--- src/rtl/ppb_decoder.sv ---
module ppb_decoder #(
  parameter int HAS_SEC = 1,
  parameter int HAS_ERR = 1,
  parameter int RD_W    = 64
) (
  input  logic [31:0]     req_addr,
  input  logic [3:0]      req_bytes,
  input  logic            req_write,
  input  logic            req_secure,
  input  logic            req_priv,
  output logic [4:0]      tgt_sel,
  output logic            tgt_secure,
  output logic            rsp_local,
  output logic            rsp_fault,
  output logic [RD_W-1:0] rsp_rdata
);

  localparam logic [4:0] SEL_CTL = 5'b00001;
  localparam logic [4:0] SEL_TNS = 5'b00010;
  localparam logic [4:0] SEL_TS  = 5'b00100;
  localparam logic [4:0] SEL_ERR = 5'b01000;
  localparam logic [4:0] SEL_DFL = 5'b10000;

  wire [19:0] off     = req_addr[19:0];
  wire        in_rgn  = req_addr[31:20] == 12'hE00;
  wire        low_tmr = off[11:0] >= 12'h010 && off[11:0] < 12'h0F0;
  wire        ctl_win = off[19:12] == 8'h0E;
  wire        tmr_win = ctl_win && low_tmr;
  wire        als_win = (HAS_SEC != 0) && off[19:12] == 8'h2E;
  wire        als_tmr = als_win && low_tmr;
  wire        err_win = (HAS_ERR != 0) && off[19:12] == 8'h05;
  wire        size_ok = req_bytes >= 4'd1 && req_bytes <= 4'd8;

  assign rsp_rdata = '0;

  always_comb begin
    logic use_dfl;
    use_dfl    = 1'b0;
    tgt_sel    = '0;
    tgt_secure = req_secure;
    rsp_local  = 1'b0;
    rsp_fault  = 1'b0;
    if (in_rgn) begin
      if (als_win) begin
        if (req_secure) begin
          tgt_secure = 1'b0;
          tgt_sel    = als_tmr ? SEL_TNS : SEL_CTL;
        end else begin
          use_dfl = 1'b1;
        end
      end else if (tmr_win) begin
        tgt_sel = ((HAS_SEC != 0) && req_secure) ? SEL_TS : SEL_TNS;
      end else if (ctl_win) begin
        tgt_sel = SEL_CTL;
      end else if (err_win) begin
        tgt_sel = SEL_ERR;
      end else begin
        use_dfl = 1'b1;
      end
      if (use_dfl) begin
        tgt_sel    = SEL_DFL;
        tgt_secure = 1'b0;
        rsp_local  = 1'b1;
        rsp_fault  = !req_priv || !size_ok;
      end
    end


    sel_onehot_chk: assert ($onehot0(tgt_sel));

    local_match_chk: assert (rsp_local == tgt_sel[4]);

    if (rsp_local && !req_priv) user_fault_chk: assert (rsp_fault);

    if (rsp_local && req_write && req_priv && size_ok) wr_ignore_chk: assert (!rsp_fault);

    if (als_win && req_secure && in_rgn) alias_clear_chk: assert (!tgt_secure && !rsp_local);

    if (tgt_sel[2]) tmr_bank_chk: assert (HAS_SEC != 0 && req_secure);

    if (!in_rgn) outside_chk: assert (tgt_sel == 5'b0 && !rsp_fault);
  end

endmodule

--- config.mk ---
export PLATFORM = sky130hd
export DESIGN_NAME = ppb_decoder
export DESIGN_NICKNAME = d
export VERILOG_FILES = /design/src/rtl/ppb_decoder.sv
export SDC_FILE = /design/constraint.sdc
export NUM_CORES = 1
export LEC_CHECK = 0
export BUFFER_PORTS_ARGS = -buffer_cell sky130_fd_sc_hd__buf_4
export CAP_MARGIN = 30
export CORE_MARGIN = 8
export CORE_UTILIZATION = 30
export DETAILED_ROUTE_END_ITERATION = 8
export PLACE_DENSITY = 0.83
export SETUP_SLACK_MARGIN = 0.05
export SLEW_MARGIN = 40
export SYNTH_ARGS = -nofsm -noshare
export SYNTH_HDL_FRONTEND = slang
export SYNTH_SLANG_ARGS = --single-unit
--- constraint.sdc ---
create_clock -name vclk -period 1.12
set_input_delay 0 -clock vclk [all_inputs]
set_output_delay 0 -clock vclk [all_outputs]
set_load 0.01 [all_outputs]
==> results.md, run 1 <==
* Outcome: complete, but fails checks
* Failing checks: setup timing
* Rows at 17
* Via count at 631
* Complex-gate fraction of the synthesized area at 5.94%
* Number of max-cap violations at 0
* Global-route wire length before repair at 3280 um
* Share of layout cells above drive strength 1 at 48.2%
* Initial antenna violation count at 0
* WL/cell at 13.9 um
* Post-Route WL at 2340 um
* Tightest Hold Check Type: in2out
* Hold Slack at 0.272 ns
* FILL cells at 219
* Main combinational cell family by area after synthesis: buffers and inverters
* Post-Syn Area at 716 sq um
* Pleak at 0.546 nW
* Seq_cells at 0
* Overflow after GRT at 0
* Cells after synthesis at 94
* Min Tclk post-route at 1.30 ns
* Fin crit share at 116%
* Worst Hold Launch: req_priv
* Final Hold Viols at 0
* CP startpoint: req_addr[10]
* Vias in the first global route at 750
* All-Layer GR Usage at 8.89%
* Syn-to-layout area delta at 46.3%
* Pwr per Cell Area at 294 mW/mm^2
* Final Slew Violations at 0
* Max FO, Critical Path at 2
* Clock buffer cells at 0
* Nets at 182
* Register area at 0 sq um
* HPWL after DPL at 1990 um
* DRT Pass-1 Iters at 2
* Hold Crit Depth at 3
* Crit start category: primary input
* Port bufs at 42
* Warnings from Yosys at 0
* Antenna-violating nets left at 0
* Final setup viols at 3
* Drt drc at 0
* Fmax at 0.770 GHz
* Die Ht at 64.8 um
* Largest net degree at the start of global routing at 5
* 1st-iter DRT viols at 9
* Io pins at 111
* Utilization after layout at 46.9%
* Number of diodes at 0
* Crit end category: output port
* Register area share after synthesis at 0%
* Arrival time at the worst endpoint at 1.30 ns
* Pwr Total at 0.308 mW
* Synth cell types at 25
* XOR/XNOR Fraction of Synth Area at 1.22%
* Multi-input logic area at 603 sq um
* Post-Synth Adder-Cell Area at 0%
* Avg Cell Area, Syn at 7.61 sq um
* Simple-Gate Fraction of Synth Area at 24.1%
* Die ar. at 0.00420 sq mm
* Setup ws final at -0.179 ns
* Hold_buf cts at 0
* Drt via density at 3.73
* Routability cong. at 0.743
* RSZ-0062 raised after global routing: yes
* Fin Setup TNS at -0.343 ns
* Crit path required time at 1.12 ns
* WHS Endpoint: rsp_fault
* Core Area at 0.00223 sq mm
* Mux cell area share after synthesis at 0%
* Critical path class: in2out
* Initial core utilization at 32.0%
* Die width at 64.8 um
* Maximum vdd drop at 0.000156 V
-- synth_stat cells --
| master | count | area, sq um |
|---|---|---|
| conb_1 | 1 | 3.75 |
| nor4_2 | 2 | 25.0 |
| nor4bb_1 | 1 | 10.0 |
| nand3b_1 | 1 | 7.51 |
| or4b_1 | 1 | 10.0 |
| nor2b_1 | 2 | 12.5 |
| a211oi_1 | 1 | 7.51 |
| nor2_1 | 2 | 7.51 |
| a2111oi_0 | 1 | 8.76 |
| buf_4 | 65 | 488 |
| nor4b_1 | 1 | 8.76 |
| and4_4 | 1 | 11.3 |
| a21oi_1 | 1 | 5.00 |
| nand3_1 | 1 | 5.00 |
| nand4_1 | 1 | 6.26 |
| o21a_1 | 1 | 7.51 |
| xnor2_1 | 1 | 8.76 |
| o21ai_0 | 1 | 5.00 |
| nor4b_2 | 1 | 15.0 |
| nor3b_1 | 1 | 7.51 |
| a221oi_1 | 1 | 8.76 |
| nor4_1 | 2 | 12.5 |
| or3b_2 | 1 | 8.76 |
| or4b_2 | 2 | 20.0 |
| nor3_1 | 1 | 5.00 |
-- kinds of logic (layout without fill, tap and decap cells) --
group                  Yosys count  in the layout
buffers and inverters           65             49
AND/OR/NAND/NOR                 21             21
AO/OA/AOI/OAI                    6              6
other                            1             64
XOR/XNOR                         1              1
-- worst max-delay path, cell delays in order --
cell    delay [ns]
buf_6         0.10
nor4_4        0.27
or4b_4        0.51
nor4_4        0.26
buf_4         0.16
-- cell type report --
| class | instances | share of cell area, % |
|---|---|---|
| tap | 28 | 3.35 |
| multi-input combinational | 92 | 57.6 |
| timing repair buffer | 49 | 39.1 |
-- worst max path at each step --
stage          slack [ns]  depth (start not counted)         end
2_1_floorplan        0.01                          3  tgt_sel[1]
5_1_grt             -0.24                          5  tgt_sel[1]
4_1_cts             -0.18                          5  tgt_sel[1]
3_5_place_dp        -0.23                          6  tgt_sel[0]
3_3_place_gp        -0.24                          6  tgt_sel[0]
6_report            -0.18                          5  tgt_sel[1]
-- cell usage in the layout, fill, tap and decap left out, drive strengths merged --
| cell | count |
|---|---|
| conb | 64 |
| buf | 49 |
| nor4 | 4 |
| or4b | 3 |
| nor4b | 2 |
| nor2 | 2 |
| nor2b | 2 |
| nor4bb | 1 |
| nand4 | 1 |
| and4 | 1 |
| nand3b | 1 |
| nor3b | 1 |
| a2111oi | 1 |
| o21ai | 1 |
| nor3 | 1 |
| xnor2 | 1 |
| nand3 | 1 |
| a221oi | 1 |
| a21oi | 1 |
| or3b | 1 |
| a211oi | 1 |
| o21a | 1 |
-- stage by stage --
stage / setup WS, ns / cell area (sq um) / cells
2_1_floorplan: 0.0141 / 957 / 157
3_3_place_gp: -0.239 / 850 / 166
3_5_place_dp: -0.230 / 850 / 166
4_1_cts: -0.178 / 932 / 168
5_1_grt: -0.239 / 1050 / 169
6_report: -0.179 / 1050 / 169
-- metal layers --
metal,part of all wire (%),up-vias,GRT usage [%]
met5,0,-,0
met4,0,0,0
met3,16,0,4.30
met2,52,61,17.9
met1,32,283,8.33
li1,-,287,-
-- report_power, final --
| group | leakage (nW) | internal (mW) | switching [mW] |
|---|---|---|---|
| clock network | 0 | 0 | 0 |
| logic | 0.546 | 0.131 | 0.177 |
| registers | 0 | 0 | 0 |
-- timing repair --
action	CTS	global route
endpoints found under the setup margin	8	8
gates cloned	0	0
pin swaps	7	7
gates resized for setup	15	17
setup buffers	2	1
Note: power is estimated with default switching activity, not from simulation.
==> run 2, diff against run 1 <==
- SETUP_SLACK_MARGIN: 0.05 -> default
==> results.md, run 2 (synthesis gave the netlist of run 1 again) <==
* Outcome: complete, but fails checks (unchanged)
* Failing checks: setup timing (unchanged)
* Drt via density at 3.65 (was 3.73)
* Io pins at 111 (unchanged)
* Maximum vdd drop at 0.000132 V (was 0.000156 V)
* Number of max-cap violations at 0 (unchanged)
* Pwr Total at 0.298 mW (was 0.308 mW)
* Number of diodes at 0 (unchanged)
* Nets at 182 (unchanged)
* Max FO, Critical Path at 2 (unchanged)
* Vias in the first global route at 660 (was 750)
* Setup ws final at -0.0446 ns (was -0.179 ns)
* Initial antenna violation count at 0 (unchanged)
* Post-Layout Cell Count at 169 (unchanged)
* Min Tclk post-route at 1.16 ns (was 1.30 ns)
* Critical path class: in2out (unchanged)
* Hold Slack at 0.287 ns (was 0.272 ns)
* Pleak at 0.527 nW (was 0.546 nW)
* Rows at 17 (unchanged)
* Routability cong. at 0.726 (was 0.743)
* Largest net degree at the start of global routing at 5 (unchanged)
* Die Ht at 64.8 um (unchanged)
* Register area at 0 sq um (unchanged)
* FILL cells at 235 (was 219)
* Fmax at 0.859 GHz (was 0.770 GHz)
* GRT met3 Usage at 4.47% (was 4.30%)
* Die width at 64.8 um (unchanged)
* All-Layer GR Usage at 8.75% (was 8.89%)
* Core Area at 0.00223 sq mm (unchanged)
* Crit end category: output port (unchanged)
* Final Hold Viols at 0 (unchanged)
* HPWL after DPL at 2020 um (was 1990 um)
* 1st-iter DRT viols at 11 (was 9)
* RSZ-0062 raised after global routing: yes (unchanged)
* Final instance area at 1000 sq um (was 0.00105 sq mm)
* Pwr per Cell Area at 298 mW/mm^2 (was 294 mW/mm^2)
* Via count at 617 (was 631)
* Fin Setup TNS at -0.0884 ns (was -0.343 ns)
* GRT busiest layer: met2 (unchanged)
* Port bufs at 42 (unchanged)
* DP Cell Count at 167 (was 166)
* Placed cell areas at 853 sq um (was 850 sq um)
* Final Slew Violations at 0 (unchanged)
* Drt drc at 0 (unchanged)
* Fin crit share at 104% (was 116%)
* Hold Crit Depth at 3 (unchanged)
* Die ar. at 0.00420 sq mm (unchanged)
* Post-Route WL at 2290 um (was 2340 um)
* Crit start category: primary input (unchanged)
* Initial core utilization at 32.0% (unchanged)
* Share of layout cells above drive strength 1 at 46.1% (was 48.2%)
* Crit path required time at 1.12 ns (about the same)
* Overflow after GRT at 0 (unchanged)
* Final setup viols at 2 (was 3)
* GRT met2 Usage at 16.8% (was 17.9%)
* Commonest non-fill, non-tap cell in the layout: conb_1 (unchanged)
* Highest-count cells in the layout ignoring fill and taps: 64 x conb_1, 46 x buf_4, 3 x nor4_4, 3 x or4b_4, 3 x buf_6 (was 64 x conb_1, 39 x buf_4, 9 x buf_6)
* Seq_cells at 0 (unchanged)
* DRT Pass-1 Iters at 2 (unchanged)
* Global-route wire length before repair at 3190 um (was 3280 um)
* GRT met1 Usage at 8.71% (was 8.33%)
* Tightest Hold Check Type: in2out (unchanged)
* Arrival time at the worst endpoint at 1.16 ns (was 1.30 ns)
* WL/cell at 13.6 um (was 13.9 um)
* Antenna-violating nets left at 0 (unchanged)
* Clock buffer cells at 0 (unchanged)
* Hold_buf cts at 0 (unchanged)
* Syn-to-layout area delta at 39.7% (was 46.3%)
==> run 2: repair_timing <==
action | in CTS | in global routing
gates resized for setup | 16 | 6
gates cloned | 0 | 0
buffers inserted | 1 | 1
pin swaps | 3 | 4
endpoints found under the setup margin | 7 | 4
==> run 2: power by group <==
group | switching [mW] | internal, mW | leakage [nW]
clock network | 0 | 0 | 0
registers | 0 | 0 | 0
logic | 0.175 | 0.123 | 0.527
==> run 2: cell type report <==
class	count	area (sq um)	area share, %
multi-input combinational	92	586	58.6
tap	28	35.0	3.50
timing repair buffer	49	379	37.9
==> run 2: final timing paths <==
kind          from         end  slack [ns]
max   req_addr[10]  tgt_sel[1]       -0.04
min       req_priv   rsp_fault        0.29
==> run 2: per-layer routing <==
metal / vias to the layer above / part of all wire [%]
li1: 287 / -
met1: 268 / 34
met2: 62 / 49
met3: 0 / 17
met4: 0 / 0
met5: - / 0
==> run 2: critical path: stages <==
cell and delay (ns):
buf_6 0.09, nor4_4 0.26, or4b_4 0.50, nor4_2 0.15, buf_4 0.16
==> run 2: per-stage QoR <==
stage / setup WS [ns] / util (%)
2_1_floorplan: 0.0141 / -
3_3_place_gp: -0.205 / 38.2
3_5_place_dp: -0.200 / 38.2
4_1_cts: -0.0767 / 42.2
5_1_grt: -0.142 / 44.8
6_report: -0.0446 / 44.8
==> run 3, diff against run 2 <==
- GPL_TIMING_DRIVEN: default -> 0
==> results.md, run 3 (synthesis gave the netlist of run 1 again) <==
* Outcome: complete, but fails checks (unchanged)
* Failing checks: setup timing (unchanged)
* Highest-count cells in the layout ignoring fill and taps: 107 x buf_4, 64 x conb_1, 6 x buf_6 (was 64 x conb_1, 46 x buf_4, 3 x nor4_4, 3 x or4b_4, 3 x buf_6)
* Min Tclk post-route at 1.29 ns (was 1.16 ns)
* Rows at 17 (unchanged)
* WL/cell at 11.4 um (was 13.6 um)
* Pwr per Cell Area at 313 mW/mm^2 (was 298 mW/mm^2)
* Post-Route WL at 2650 um (was 2290 um)
* Fmax at 0.774 GHz (was 0.859 GHz)
* Core Area at 0.00223 sq mm (unchanged)
* Initial antenna violation count at 0 (unchanged)
* Drt drc at 0 (unchanged)
* Share of layout cells above drive strength 1 at 63.4% (was 46.1%)
* Io pins at 111 (unchanged)
* Internal power at 0.267 mW (was 0.123 mW)
* Port bufs at 42 (unchanged)
* Via count at 808 (was 617)
* Number of diodes at 0 (unchanged)
* Number of max-cap violations at 0 (unchanged)
* Gate power share at 100.0% (about the same)
* Sw power at 0.206 mW (was 0.175 mW)
* Flop pwr share at 0% (about the same)
* Vias in the first global route at 740 (was 660)
* Crit start category: primary input (unchanged)
* Clock buffer cells at 0 (unchanged)
* Sw Ratio at 43.6% (was 58.7%)
* Clock share of power at 0% (about the same)
* Hold Slack at 0.284 ns (was 0.287 ns)
* Hold Crit Depth at 3 (unchanged)
* Final Slew Violations at 0 (unchanged)
* Maximum vdd drop at 0.000219 V (was 0.000132 V)
* Register area at 0 sq um (unchanged)
* Nets at 246 (was 182)
* Max FO, Critical Path at 2 (unchanged)
* All-Layer GR Usage at 10.5% (was 8.75%)
* HPWL after DPL at 2370 um (was 2020 um)
* Syn-to-layout area delta at 111% (was 39.7%)
* Die Ht at 64.8 um (unchanged)
* Initial core utilization at 32.0% (unchanged)
* Final Hold Viols at 0 (unchanged)
* Commonest non-fill, non-tap cell in the layout: buf_4 (was conb_1)
* Routability cong. at 0.740 (was 0.726)
* Largest net degree at the start of global routing at 5 (unchanged)
* DRT Pass-1 Iters at 2 (unchanged)
* Fin crit share at 115% (was 104%)
* Global-route wire length before repair at 3680 um (was 3190 um)
* Crit path required time at 1.12 ns (about the same)
* Final setup viols at 2 (unchanged)
* Die width at 64.8 um (unchanged)
* 1st-iter DRT viols at 11 (unchanged)
* Overflow after GRT at 0 (unchanged)
* Drt via density at 3.47 (was 3.65)
* Die ar. at 0.00420 sq mm (unchanged)
* Placed cell areas at 0.00130 sq mm (was 853 sq um)
* RSZ-0062 raised after global routing: yes (unchanged)
* Seq_cells at 0 (unchanged)
* Pleak at 0.884 nW (was 0.527 nW)
* Arrival time at the worst endpoint at 1.29 ns (was 1.16 ns)
* Final instance area at 0.00151 sq mm (was 1000 sq um)
* Setup ws final at -0.172 ns (was -0.0446 ns)
* Critical path class: in2out (unchanged)
* Crit end category: output port (unchanged)
* Antenna-violating nets left at 0 (unchanged)
* Tightest Hold Check Type: in2out (unchanged)
## run 3: final timing paths
path / from / endpoint
max: req_addr[10] / tgt_sel[1]
min: req_priv / rsp_fault
## run 3: worst max-delay path, cell delays in order
cell and delay [ns]:
buf_6 0.10, nor4_4 0.26, or4b_4 0.51, nor4_4 0.26, buf_4 0.16
## run 3: through the flow
stage	utilization (%)	std cells	setup TNS, ns	setup WS [ns]	power, mW
floorplan	-	157	0	0.0141	0.288
detailed placement	58.4	227	-1.25	-0.271	0.397
global placement	58.4	227	-1.22	-0.268	0.396
global route	67.6	233	-0.405	-0.210	0.511
CTS	63.6	230	-0.374	-0.196	0.431
finish	67.6	233	-0.301	-0.172	0.472
## run 3: cell type report
type | count | area, sq um
Buffer | 65 | 488
Fill cell | 203 | 724
Tap cell | 28 | 35.0
Multi-Input combinational cell | 92 | 603
Timing Repair Buffer | 48 | 383
## run 3: metal layers
metal / vias up / routed length, um / track usage (%)
li1: 414 / - / -
met1: 332 / 833 / 8.91
met2: 62 / 1370 / 20.1
met3: 0 / 443 / 7.90
met4: 0 / 0 / 0
met5: - / 0 / 0
## run 3: timing repair
item	CTS	global route
resized for setup	17	11
hold buffers	0	0
hold endpoints to repair	0	0
setup endpoints to repair	7	5
setup buffers	3	3
pin swaps	4	6
## run 3: power groups by stage
stage               Combinational [mW]  Clock (mW)  Sequential (mW)
floorplan                        0.288           0                0
global placement                 0.396           0                0
detailed placement               0.397           0                0
CTS                              0.431           0                0
global route                     0.511           0                0
finish                           0.472           0                0
